===== src/rtl/csa_pkg.sv =====
package csa_pkg;

  typedef enum logic {
    SEL_GROUP  = 1'b0,
    SEL_BYPASS = 1'b1
  } skip_sel_e;

endpackage


===== src/rtl/csa_ripple_group.sv =====
module csa_ripple_group #(
  parameter int unsigned M = 4
) (
  input  logic [M-1:0] ga,
  input  logic [M-1:0] gb,
  input  logic         gcin,
  output logic [M-1:0] gsum,
  output logic         gcout,
  output logic         gprop
);

  logic [M:0]   carry;
  logic [M-1:0] bitp;

  assign carry[0] = gcin;

  for (genvar i = 0; i < M; i++) begin : g_bit
    assign bitp[i]     = ga[i] ^ gb[i];
    assign gsum[i]     = bitp[i] ^ carry[i];
    assign carry[i+1]  = (ga[i] & gb[i]) | (bitp[i] & carry[i]);
  end

  assign gcout = carry[M];
  assign gprop = &bitp;


  always_comb begin
    if (gprop) begin
      rip_pass_chk: assert (gcout == gcin);
    end
  end

endmodule


===== src/rtl/csa_increment_chain.sv =====
module csa_increment_chain #(
  parameter int unsigned M = 4
) (
  input  logic [M-1:0] psum,
  input  logic         inc,
  output logic [M-1:0] fsum
);

  logic [M-1:0] hc;

  assign hc[0] = inc;

  for (genvar i = 0; i < M; i++) begin : g_ha
    assign fsum[i] = psum[i] ^ hc[i];
    if (i < M - 1) begin : g_carry
      assign hc[i+1] = psum[i] & hc[i];
    end
  end


  always_comb begin
    inc_step_chk: assert (fsum == M'(psum + M'(inc)));
  end

endmodule


===== src/rtl/csa_skip_mux.sv =====
module csa_skip_mux
  import csa_pkg::*;
(
  input  logic prop,
  input  logic cin_in,
  input  logic rca_cout,
  output logic cout
);

  skip_sel_e sel;

  always_comb begin
    sel = prop ? SEL_BYPASS : SEL_GROUP;
    unique case (sel)
      SEL_BYPASS: cout = cin_in;
      default:    cout = rca_cout;
    endcase
  end

endmodule


===== src/rtl/csa_incr_skip_adder.sv =====
module csa_incr_skip_adder #(
  parameter int unsigned N = 8,
  parameter int unsigned M = 4
) (
  input  logic [N-1:0] opa,
  input  logic [N-1:0] opb,
  input  logic         ci,
  output logic [N-1:0] sum,
  output logic         co
);

  localparam int unsigned GROUPS = N / M;

  logic [GROUPS:0]   gcarry;
  logic [GROUPS-1:0] gprop;
  logic [GROUPS-1:0] rca_co;

  assign gcarry[0] = ci;

  for (genvar g = 0; g < GROUPS; g++) begin : g_grp
    logic [M-1:0] sa;
    logic [M-1:0] sb;
    logic [M-1:0] psum;

    assign sa = opa[g*M +: M];
    assign sb = opb[g*M +: M];

    if (g == 0) begin : g_first
      csa_ripple_group #(.M(M)) u_rca (
        .ga(sa), .gb(sb), .gcin(ci),
        .gsum(psum), .gcout(rca_co[g]), .gprop(gprop[g])
      );
      assign sum[g*M +: M] = psum;
    end else begin : g_later
      logic [M-1:0] fsum;
      csa_ripple_group #(.M(M)) u_rca (
        .ga(sa), .gb(sb), .gcin(1'b0),
        .gsum(psum), .gcout(rca_co[g]), .gprop(gprop[g])
      );
      csa_increment_chain #(.M(M)) u_inc (
        .psum(psum), .inc(gcarry[g]), .fsum(fsum)
      );
      assign sum[g*M +: M] = fsum;
    end

    csa_skip_mux u_mux (
      .prop(gprop[g]), .cin_in(gcarry[g]),
      .rca_cout(rca_co[g]), .cout(gcarry[g+1])
    );


    always_comb begin
      logic [M:0] gen_sum;
      gen_sum = {1'b0, sa} + {1'b0, sb};
      if (!gprop[g]) begin
        grp_generate_chk: assert (gcarry[g+1] == gen_sum[M]);
      end
    end
  end

  assign co = gcarry[GROUPS];


  always_comb begin
    full_sum_chk: assert ({co, sum} == ({1'b0, opa} + {1'b0, opb} + (N+1)'(ci)));
  end


  always_comb begin
    if (&(opa ^ opb)) begin
      all_prop_chk: assert (co == ci);
    end
  end

endmodule


===== config.mk =====
export PLATFORM = sky130hd
export DESIGN_NAME = csa_incr_skip_adder
export DESIGN_NICKNAME = d
export VERILOG_FILES = /design/src/rtl/csa_pkg.sv /design/src/rtl/csa_ripple_group.sv /design/src/rtl/csa_increment_chain.sv /design/src/rtl/csa_skip_mux.sv /design/src/rtl/csa_incr_skip_adder.sv
export SDC_FILE = /design/constraint.sdc
export NUM_CORES = 1
export LEC_CHECK = 0
export BUFFER_PORTS_ARGS = -buffer_cell sky130_fd_sc_hd__buf_2
export CAP_MARGIN = 20
export CORE_AREA = 5 5 42 44
export DETAILED_ROUTE_END_ITERATION = 7
export DIE_AREA = 0 0 47 49
export SLEW_MARGIN = 30
export SYNTH_ARGS = -nofsm -noshare
export SYNTH_HDL_FRONTEND = slang
export SYNTH_SLANG_ARGS = --single-unit

===== constraint.sdc =====
create_clock -name vclk -period 3
set_input_delay 0.3 -clock vclk [all_inputs]
set_output_delay 0.3 -clock vclk [all_outputs]
set_load 0.01 [all_outputs]

* Yosys cells after proc, flatten, opt, wreduce, memory -nomap -nowiden
Index checks and enable logic that the tools add are counted.
Word-level totals: output and inout port bits 9, bits of input ports 17, bits in registers 0
Operators by class: mux-type cells 4, bitwise operators 44, reductions and logical operators 2
Operators by type and width (count):
- $xor A1 B1 Y1 | 19
- $and A1 B1 Y1 | 18
- $reduce_and A4 Y1 | 2
- $or A1 B1 Y1 | 7
- $mux W1 | 4

* Logic depth before layout (Yosys ltp)
Gate-level depths: netlist (run 1).
word-level depth 14, gate-level depth with buffers 11, mapped depth without buffers 11

* Modules after synthesis
A second synthesis (run 1) with hierarchy kept.
Unflattened totals: cells, all modules 45, area, all modules 432.9 µm²
Modules (own cells, without submodules):
- csa_ripple_group | cells an instance 19, instances 2, area each 176.4 µm²
- csa_increment_chain | cells an instance 4, instances 1, area each 46.3 µm²
- csa_skip_mux | cells an instance 1, instances 2, area each 15.0 µm²
- csa_incr_skip_adder | cells an instance 1, instances 1, area each 3.8 µm²

* Worst setup path before layout (run 1)
OpenSTA, ideal clock, no wires.
kind input to output, from input opa[0], to output sum[7], setup slack 0.011 ns, cell stages on the path 11, arrival time 2.689 ns, path buffers 0, path through inv_1 fa_1 inv_1 fa_1 fa_1 fa_1 mux2_4 ha_1 ha_1 ha_1 xnor2_1
Between the ends: word-level cells in the longest chain between the ends 14, elaborated cells between the ends (all ways) 17, those cells by class mux (2); bitwise (14); reduce/logical (1)
Ends and longest elaborated chain:
- start: declaration | RTL line csa_incr_skip_adder.sv:5 | input logic [N-1:0] opa,
- $xor A1 B1 Y1 | RTL line csa_ripple_group.sv:18 | assign bitp[i] = ga[i] ^ gb[i];
- $and A1 B1 Y1 | RTL line csa_ripple_group.sv:20 | assign carry[i+1] = (ga[i] & gb[i]) | (bitp[i] & carry[i]);
- $or A1 B1 Y1 | RTL line csa_ripple_group.sv:20
- $and A1 B1 Y1 | RTL line csa_ripple_group.sv:20
- $or A1 B1 Y1 | RTL line csa_ripple_group.sv:20
- $and A1 B1 Y1 | RTL line csa_ripple_group.sv:20
- $or A1 B1 Y1 | RTL line csa_ripple_group.sv:20
- $and A1 B1 Y1 | RTL line csa_ripple_group.sv:20
- $or A1 B1 Y1 | RTL line csa_ripple_group.sv:20
- $mux W1 * | RTL line csa_skip_mux.sv:14 | unique case (sel)
- $and A1 B1 Y1 * (3 in a row) | RTL line csa_increment_chain.sv:16 | assign hc[i+1] = psum[i] & hc[i];
- $xor A1 B1 Y1 * | RTL line csa_increment_chain.sv:14 | assign fsum[i] = psum[i] ^ hc[i];
- end: declaration | RTL line csa_incr_skip_adder.sv:8 | output logic [N-1:0] sum,
Every way passes the cells marked *; elsewhere a longest branch is shown, timed or not.

* Worst setup path after layout (run 1)
Ends and elaborated chain as after synthesis.

==> tab_implementation.tex, run 1 <==
\begin{tabular}{lr}
\hline
Metric & Value \\
\hline
\multicolumn{2}{l}{\textbf{Timing}} \\
Share of the clock period used by the worst path & 1.00 \\
Least-Margin Pin Slew & 0.125 ns \\
Number of endpoints with negative hold slack in the final report & 0 \\
Unrepaired setup endpoints after global routing & true \\
Setup TNS Final & -0.00287 ns \\
Worst rel slew slack & 0.917 \\
Setup slack after layout & -0.00287 ns \\
Fmax & 333 MHz \\
Worst hold-check slack & 1.01 ns \\
Setup-violating endpoint count in the final report & 1 \\
Final count of pins violating max slew & 0 \\
Shortest clock period the worst path allows after layout & 3.00 ns \\
\multicolumn{2}{l}{\textbf{GRT}} \\
Initial antenna violation count & 0 \\
Vias in the first global route & 324 \\
Leftover overflow at the end of global routing & 0 \\
GRT Total Usage & 0.0706 \\
Maximum number of pins on one net before global-route repair & 3 \\
Global-route wire length before repair & 1260 microns \\
\multicolumn{2}{l}{\textbf{Place}} \\
Post-Place Setup Slack & -0.260 ns \\
Final Wtd Congestion & 0.677 \\
HPWL reported at the end of detailed placement & 731 microns \\
Placement-stage cell area & 536 sq um \\
Number of placed instances, taps included & 78 \\
Number of port buffers & 26 \\
\multicolumn{2}{l}{\textbf{Yosys}} \\
Sequential area share after synthesis & 0 \\
Average footprint of a synthesized cell & 11.1 sq um \\
Top cell type by total area after synthesis & sky130\_fd\_sc\_hd\_\_fa\_1 \\
Synthesized-area fraction occupied by ao, oa, aoi and oai cells & 0.0211 \\
Synthesized Nets & 67 \\
Share of the synthesized area in the top cell type & 0.394 \\
Synth Warn \# & 0 \\
Cell area after synthesis & 355 sq um \\
Mapped Cells & 32 \\
Share of cell area taken by muxes after synthesis & 0.0423 \\
Post-Synth Simple-Gate Area & 0.0458 \\
Post-synthesis xor/xnor area fraction & 0.0246 \\
Distinct cell type count after synthesis & 8 \\
Combinational family with the most area after synthesis & adder cells \\
Post-synthesis adder-cell area fraction & 0.782 \\
Biggest area contributors in the synthesized netlist & sky130\_fd\_sc\_hd\_\_fa\_1, sky130\_fd\_sc\_hd\_\_ha\_1, sky130\_fd\_sc\_hd\_\_inv\_1, sky130\_fd\_sc\_hd\_\_mux2\_4, sky130\_fd\_sc\_hd\_\_nand4\_1 \\
\multicolumn{2}{l}{\textbf{CTS}} \\
Post-CTS Setup Repair Bufs & 0 \\
Number of hold buffers added after CTS & 0 \\
\multicolumn{2}{l}{\textbf{Critical path}} \\
Kind of cell adding the most delay to the critical path & adder cells \\
Cell-by-cell trace of the critical path & buf\_6, inv\_4, fa\_2, inv\_2, fa\_2, fa\_2, fa\_2, mux2\_4, ha\_4, ha\_4, ha\_4, xnor2\_2, buf\_2 \\
CP max-delay cell & sky130\_fd\_sc\_hd\_\_fa\_2 \\
Critical Path Max Stage Delay & 0.35 ns \\
Critical Path Source Type & input port \\
Critical path capture point type & output port \\
Crit path buffers/inverters & 4 \\
Largest driver fanout on the critical path & 2 \\
Critical Path Most Common Cell & sky130\_fd\_sc\_hd\_\_fa\_2 \\
CP Class & input port to output port \\
Crit path arrival time & 2.70 ns \\
Required time of the worst setup path & 2.70 ns \\
\multicolumn{2}{l}{\textbf{Finish}} \\
Final instance count without filler cells & 78 \\
Share of layout cells above drive strength 1 & 0.694 \\
Sequential cells & 0 \\
Number of nets in the layout & 99 \\
Total non-filler cell area in the finished layout & 621 sq um \\
Layout clock buffers & 0 \\
Most common cell after layout, fill and taps aside & sky130\_fd\_sc\_hd\_\_buf\_2 \\
Highest-count cells in the layout ignoring fill and taps & sky130\_fd\_sc\_hd\_\_buf\_2, sky130\_fd\_sc\_hd\_\_ha\_1 \\
Number of inserted diodes & 0 \\
Relative area change from synthesis to final layout & 74.6\% \\
Sequential cell area & 0 sq um \\
\multicolumn{2}{l}{\textbf{Floorplanning}} \\
Die extent in x & 47 microns \\
Standard-cell rows & 14 \\
Die outline area & 2300 sq um \\
Core area & 1400 sq um \\
Number of ports placed on the die boundary & 26 \\
Die boundary height & 49 microns \\
Starting density of the core & 0.254 \\
\multicolumn{2}{l}{\textbf{Outcome}} \\
Violations in the final reports & setup timing \\
Status & finished with violations \\
\multicolumn{2}{l}{\textbf{Job}} \\
Count of max-cap constraint violations & 0 \\
\multicolumn{2}{l}{\textbf{Route}} \\
First-pass DRT Iterations & 1 \\
Vias per cell & 4.15 \\
Post-detailed-route count of antenna-violating nets & 0 \\
DR DRC count & 0 \\
Total Routed Length & 812 microns \\
Avg WL per Cell & 10.4 microns \\
Count of routing violations after the opening detailed-route iteration & 0 \\
Via count & 324 \\
\multicolumn{2}{l}{\textbf{Power and ir drop}} \\
Pwr per Cell Area & 214 nW/um\^{}2 \\
Leak pwr & 0.326 nW \\
Maximum VDD drop & 76.0 uV \\
\multicolumn{2}{l}{\textbf{Min path}} \\
Hold/Removal Path Class & input port to output port \\
\hline
\end{tabular}
==> Yosys cell counts (all sizes together) <==
library cell	number
ha	11
o21a	1
nand4	2
nand2	1
mux2	1
xnor2	1
fa	7
inv	8
==> metrics by stage <==
| step | utilization | total power, mW |
|---|---|---|
| 2_1_floorplan | - | 0.0595 |
| 4_1_cts | 0.436 | 0.130 |
| 5_1_grt | 0.443 | 0.151 |
| 3_3_place_gp | 0.382 | 0.104 |
| 3_5_place_dp | 0.382 | 0.106 |
| 6_report | 0.443 | 0.133 |
==> cell type report <==
class,instances,area (sq um)
timing repair buffer,30,185
fill,150,781
tap,16,20.0
inverter,8,35.0
multi-input combinational,24,380
==> final timing paths <==
| path | from | to | slack [ns] | cells after the start |
|---|---|---|---|---|
| min | opb[2] | sum[2] | 1.01 | 3 |
| max | opa[0] | sum[7] | -0.003 | 13 |
==> cell families (layout without fill, tap and decap cells) <==
family	after synthesis	in the layout
adder cells (fa/ha/maj)	18	18
buffers and inverters	8	38
AO/OA/AOI/OAI	1	1
AND/OR/NAND/NOR	3	3
multiplexers	1	1
XOR/XNOR	1	1
==> report_power, final <==
part,switching (mW),internal (mW),leakage [nW]
registers,0,0,0
logic,0.0620,0.0709,0.326
clock network,0,0,0
total,0.0620,0.0709,0.326
==> repair_timing <==
item,in CTS,in global routing
pin swaps,2,2
resized for setup,19,2
setup endpoints to repair,3,2
endpoints found under the hold margin,0,0
==> metal layers <==
layer,routed length (microns),GRT usage,part of all wire
met5,0,0,0
met3,94,0.00738,0.12
met2,440,0.140,0.54
met1,276,0.0796,0.34
met4,0,0,0
Power figures use the tool's default switching activity.
==> run 2, diff against run 1 <==
- CORE_AREA: 5 5 42 44 -> 8 8 45 47
- DIE_AREA: 0 0 47 49 -> 0 0 53 55
==> run 2 against run 1 <==
Against the previous run: the run still ends with setup timing left; non-clock buffer count is 1 lower; core utilization is 0.29 points higher; total power is 1.1% higher; critical path type unchanged; critical endpoint unchanged.
==> tab_implementation.tex, run 2 (synthesis gave the netlist of run 1 again) <==
\begin{tabular}{lr}
\hline
Metric & Value \\
\hline
\multicolumn{2}{l}{\textbf{Outcome}} \\
Status & finished with violations \\
Violations in the final reports & setup timing \\
\multicolumn{2}{l}{\textbf{Critical path}} \\
Required time of the worst setup path & 2.70 ns \\
CP Class & input port to output port \\
CP max-delay cell & sky130\_fd\_sc\_hd\_\_fa\_2 \\
Critical Path Source Type & input port \\
Crit path arrival time & 2.70 ns \\
Largest driver fanout on the critical path & 2 \\
Crit path buffers/inverters & 4 \\
Critical path capture point type & output port \\
Crit path launch & opa[0] \\
Cell-by-cell trace of the critical path & buf\_8, inv\_4, fa\_2, inv\_2, fa\_2, fa\_2, fa\_2, mux2\_4, ha\_4, ha\_4, ha\_4, xnor2\_2, buf\_2 \\
Critical Path Max Stage Delay & 0.36 ns \\
Critical Path Most Common Cell & sky130\_fd\_sc\_hd\_\_fa\_2 \\
Kind of cell adding the most delay to the critical path & adder cells \\
\multicolumn{2}{l}{\textbf{Place}} \\
Post-Place Setup Slack & -0.291 ns \\
Number of port buffers & 26 \\
Final Wtd Congestion & 0.779 \\
HPWL reported at the end of detailed placement & 865 microns \\
\multicolumn{2}{l}{\textbf{Timing}} \\
Share of the clock period used by the worst path & 1.00 \\
Fmax & 333 MHz \\
Worst hold-check slack & 1.01 ns \\
Setup TNS Final & -0.00132 ns \\
Worst rel slew slack & 0.910 \\
Least-Margin Pin Slew & 0.135 ns \\
Shortest clock period the worst path allows after layout & 3.00 ns \\
Setup slack after layout & -0.00132 ns \\
Setup-violating endpoint count in the final report & 1 \\
Number of endpoints with negative hold slack in the final report & 0 \\
Unrepaired setup endpoints after global routing & true \\
Final count of pins violating max slew & 0 \\
\multicolumn{2}{l}{\textbf{Floorplanning}} \\
Starting density of the core & 0.257 \\
Standard-cell rows & 14 \\
Die boundary height & 55 microns \\
Number of ports placed on the die boundary & 26 \\
Core area & 1380 sq um \\
Die outline area & 2920 sq um \\
Die extent in x & 53 microns \\
\multicolumn{2}{l}{\textbf{CTS}} \\
Number of hold buffers added after CTS & 0 \\
\multicolumn{2}{l}{\textbf{Route}} \\
Post-detailed-route count of antenna-violating nets & 0 \\
First-pass DRT Iterations & 2 \\
Total Routed Length & 904 microns \\
Via count & 315 \\
Vias per cell & 4.09 \\
DR DRC count & 0 \\
Count of routing violations after the opening detailed-route iteration & 1 \\
Avg WL per Cell & 11.7 microns \\
\multicolumn{2}{l}{\textbf{Finish}} \\
Most common cell after layout, fill and taps aside & sky130\_fd\_sc\_hd\_\_buf\_2 \\
Highest-count cells in the layout ignoring fill and taps & sky130\_fd\_sc\_hd\_\_buf\_2, sky130\_fd\_sc\_hd\_\_ha\_1, sky130\_fd\_sc\_hd\_\_inv\_1, sky130\_fd\_sc\_hd\_\_fa\_2 \\
Relative area change from synthesis to final layout & 73.6\% \\
Sequential cells & 0 \\
Layout clock buffers & 0 \\
Number of inserted diodes & 0 \\
Sequential cell area & 0 sq um \\
Fill cells & 141 \\
Share of layout cells above drive strength 1 & 0.689 \\
Number of nets in the layout & 98 \\
\multicolumn{2}{l}{\textbf{Power and ir drop}} \\
Pwr per Cell Area & 218 nW/um\^{}2 \\
Leak pwr & 0.322 nW \\
Maximum VDD drop & 68.0 uV \\
\multicolumn{2}{l}{\textbf{Min path}} \\
Worst Hold Path EP & sum[2] \\
Hold/Removal Path Class & input port to output port \\
Min-Delay Startpoint & opb[2] \\
Hold Path Depth & 3 \\
\multicolumn{2}{l}{\textbf{GRT}} \\
Global-route wire length before repair & 1580 microns \\
Maximum number of pins on one net before global-route repair & 3 \\
Initial antenna violation count & 0 \\
Vias in the first global route & 386 \\
Leftover overflow at the end of global routing & 0 \\
GRT Total Usage & 0.0663 \\
\multicolumn{2}{l}{\textbf{Job}} \\
Count of max-cap constraint violations & 0 \\
\hline
\end{tabular}
run 2: cell types whose count changed in the layout (fill, tap and decap cells not counted):
cell,delta
sky130_fd_sc_hd__buf_6,-1
sky130_fd_sc_hd__buf_4,-1
sky130_fd_sc_hd__buf_8,+1
run 2: worst max-delay path by stage:
stage	to	depth (start not counted)
2_1_floorplan	sum[7]	11
3_3_place_gp	sum[7]	13
3_5_place_dp	sum[7]	13
4_1_cts	sum[7]	13
5_1_grt	sum[7]	13
6_report	sum[7]	13
run 2: area by class of cell:
type	count	area (sq um)	share of cell area
multi-input cells	24	380	0.617
well taps	16	20.0	0.0325
inverters	8	35.0	0.0568
repair buffers	29	181	0.294
run 2: what timing repair did:
item | CTS | global route
setup buffers | 0 | 0
gates resized for setup | 19 | 3
endpoints found under the setup margin | 3 | 2
pin swaps | 8 | 8
run 2: power breakdown:
| part | internal, mW | leakage, nW | switching [mW] |
|---|---|---|---|
| registers | 0 | 0 | 0 |
| logic | 0.0714 | 0.322 | 0.0629 |
| clock network | 0 | 0 | 0 |
run 2: layer usage:
metal  routed length (microns)  up-vias  track usage
met1                       362      138       0.0782
met5                         0        -            0
li1                          -      158            -
met3                       112        0       0.0107
met2                       429       19        0.129
met4                         0        0            0
run 2: stage by stage:
| step | power (mW) | instance area (sq um) | cells | util |
|---|---|---|---|---|
| floorplan | 0.0595 | 355 | 32 | - |
| global placement | 0.105 | 528 | 77 | 0.382 |
| detailed placement | 0.109 | 528 | 77 | 0.382 |
| CTS | 0.134 | 603 | 77 | 0.436 |
| global route | 0.152 | 617 | 77 | 0.446 |
| finish | 0.134 | 617 | 77 | 0.446 |
==> run 3, diff against run 2 <==
- clock period: 3 -> 2.5 ns (I/O delays scaled with it)
==> run 3 against run 2 <==
Against the previous run: the flow still finishes with violations (setup timing); worst hold slack got worse by 0.097 ns; largest cell class unchanged; wire length increased by 8.2%; largest power group unchanged; via count increased by 8.6%; setup slack got worse by 0.39 ns.
==> tab_implementation.tex, run 3 (synthesis gave the netlist of run 1 again) <==
\begin{tabular}{lr}
\hline
Metric & Value \\
\hline
\multicolumn{2}{l}{\textbf{Outcome}} \\
Status & finished with violations \\
Violations in the final reports & setup timing \\
\multicolumn{2}{l}{\textbf{Critical path}} \\
Largest driver fanout on the critical path & 2 \\
Crit path arrival time & 2.64 ns \\
Critical path capture point type & output port \\
Critical Path Source Type & input port \\
Required time of the worst setup path & 2.25 ns \\
CP Class & input port to output port \\
\multicolumn{2}{l}{\textbf{CTS}} \\
Post-CTS Setup Repair Bufs & 0 \\
Number of hold buffers added after CTS & 0 \\
\multicolumn{2}{l}{\textbf{Finish}} \\
Layout clock buffers & 0 \\
Sequential cells & 0 \\
Most common cell after layout, fill and taps aside & sky130\_fd\_sc\_hd\_\_buf\_2 \\
Area of the multi-input gates & 380 sq um \\
Relative area change from synthesis to final layout & 87.0\% \\
Sequential cell area & 0 sq um \\
Number of inserted diodes & 0 \\
Highest-count cells in the layout ignoring fill and taps & sky130\_fd\_sc\_hd\_\_buf\_2, sky130\_fd\_sc\_hd\_\_ha\_1, sky130\_fd\_sc\_hd\_\_buf\_6, sky130\_fd\_sc\_hd\_\_buf\_4 \\
Fill cells & 140 \\
Share of layout cells above drive strength 1 & 0.698 \\
Finished Core Util & 0.480 \\
Number of nets in the layout & 100 \\
\multicolumn{2}{l}{\textbf{Floorplanning}} \\
Die extent in x & 53 microns \\
Die boundary height & 55 microns \\
Standard-cell rows & 14 \\
Starting density of the core & 0.257 \\
Die outline area & 2920 sq um \\
Number of ports placed on the die boundary & 26 \\
Core area & 1380 sq um \\
\multicolumn{2}{l}{\textbf{Route}} \\
Avg WL per Cell & 12.4 microns \\
First-pass DRT Iterations & 2 \\
Vias per cell & 4.33 \\
Via count & 342 \\
Post-detailed-route count of antenna-violating nets & 0 \\
Count of routing violations after the opening detailed-route iteration & 1 \\
Total Routed Length & 978 microns \\
DR DRC count & 0 \\
\multicolumn{2}{l}{\textbf{Job}} \\
Count of max-cap constraint violations & 0 \\
\multicolumn{2}{l}{\textbf{Place}} \\
Final Wtd Congestion & 0.709 \\
HPWL reported at the end of detailed placement & 938 microns \\
Number of port buffers & 26 \\
\multicolumn{2}{l}{\textbf{Timing}} \\
Number of endpoints with negative hold slack in the final report & 0 \\
Setup TNS Final & -0.953 ns \\
Setup slack after layout & -0.394 ns \\
Fmax & 346 MHz \\
Share of the clock period used by the worst path & 1.16 \\
Setup-violating endpoint count in the final report & 4 \\
Least-Margin Pin Slew & 0.135 ns \\
Final count of pins violating max slew & 0 \\
Worst hold-check slack & 0.914 ns \\
Unrepaired setup endpoints after global routing & true \\
Shortest clock period the worst path allows after layout & 2.89 ns \\
Worst rel slew slack & 0.910 \\
\multicolumn{2}{l}{\textbf{GRT}} \\
Initial antenna violation count & 0 \\
Maximum number of pins on one net before global-route repair & 3 \\
GRT Total Usage & 0.0734 \\
Global-route wire length before repair & 1700 microns \\
Vias in the first global route & 406 \\
Leftover overflow at the end of global routing & 0 \\
\multicolumn{2}{l}{\textbf{Power and ir drop}} \\
Maximum VDD drop & 123 uV \\
Overall power of the completed layout & 0.181 mW \\
Pwr per Cell Area & 272 nW/um\^{}2 \\
Leak pwr & 0.341 nW \\
\multicolumn{2}{l}{\textbf{Min path}} \\
Hold/Removal Path Class & input port to output port \\
\hline
\end{tabular}
run 3: layout make-up:
cell class | instances | share of cell area
Multi-Input combinational cell | 24 | 0.573
Timing Repair Buffer | 31 | 0.322
Inverter | 8 | 0.0753
Tap cell | 16 | 0.0301
run 3: through the flow:
| step | instances | cell area (sq um) | setup WS, ns |
|---|---|---|---|
| finish | 79 | 664 | -0.394 |
| global route | 79 | 664 | -0.484 |
| CTS | 79 | 657 | -0.404 |
| detailed placement | 79 | 616 | -0.566 |
| global placement | 79 | 616 | -0.561 |
| floorplan | 32 | 428 | -0.251 |
run 3: report_power, final:
group          leakage [nW]  switching [mW]  internal, mW
sequential                0               0             0
clock                     0               0             0
combinational         0.341          0.0802         0.100
run 3: final timing paths:
check	start	end	slack, ns	depth (start not counted)
worst max-delay path	opa[0]	sum[7]	-0.39	13
worst min-delay path	opb[3]	sum[3]	0.91	3
run 3: repair_timing:
| action | in CTS | in global routing |
|---|---|---|
| pin swaps | 8 | 1 |
| gates cloned | 0 | 0 |
| resized for setup | 9 | 2 |
| setup endpoints to repair | 5 | 5 |
run 3: worst max-delay path, stage by stage:
cell and delay (ns):
sky130_fd_sc_hd__buf_12 0.11, sky130_fd_sc_hd__inv_12 0.04, sky130_fd_sc_hd__fa_2 0.19, sky130_fd_sc_hd__inv_2 0.04, sky130_fd_sc_hd__fa_2 0.33, sky130_fd_sc_hd__fa_2 0.35
sky130_fd_sc_hd__fa_2 0.34, sky130_fd_sc_hd__mux2_4 0.28, sky130_fd_sc_hd__ha_4 0.17, sky130_fd_sc_hd__ha_4 0.15, sky130_fd_sc_hd__ha_4 0.15, sky130_fd_sc_hd__xnor2_2 0.11
sky130_fd_sc_hd__buf_2 0.13
run 3: metal layers:
metal  part of all wire  up-vias  GRT usage
li1                   -      161          -
met1               0.41      155     0.0856
met2               0.39       26      0.127
met3               0.20        0     0.0348
met4                  0        0          0
met5                  0        -          0
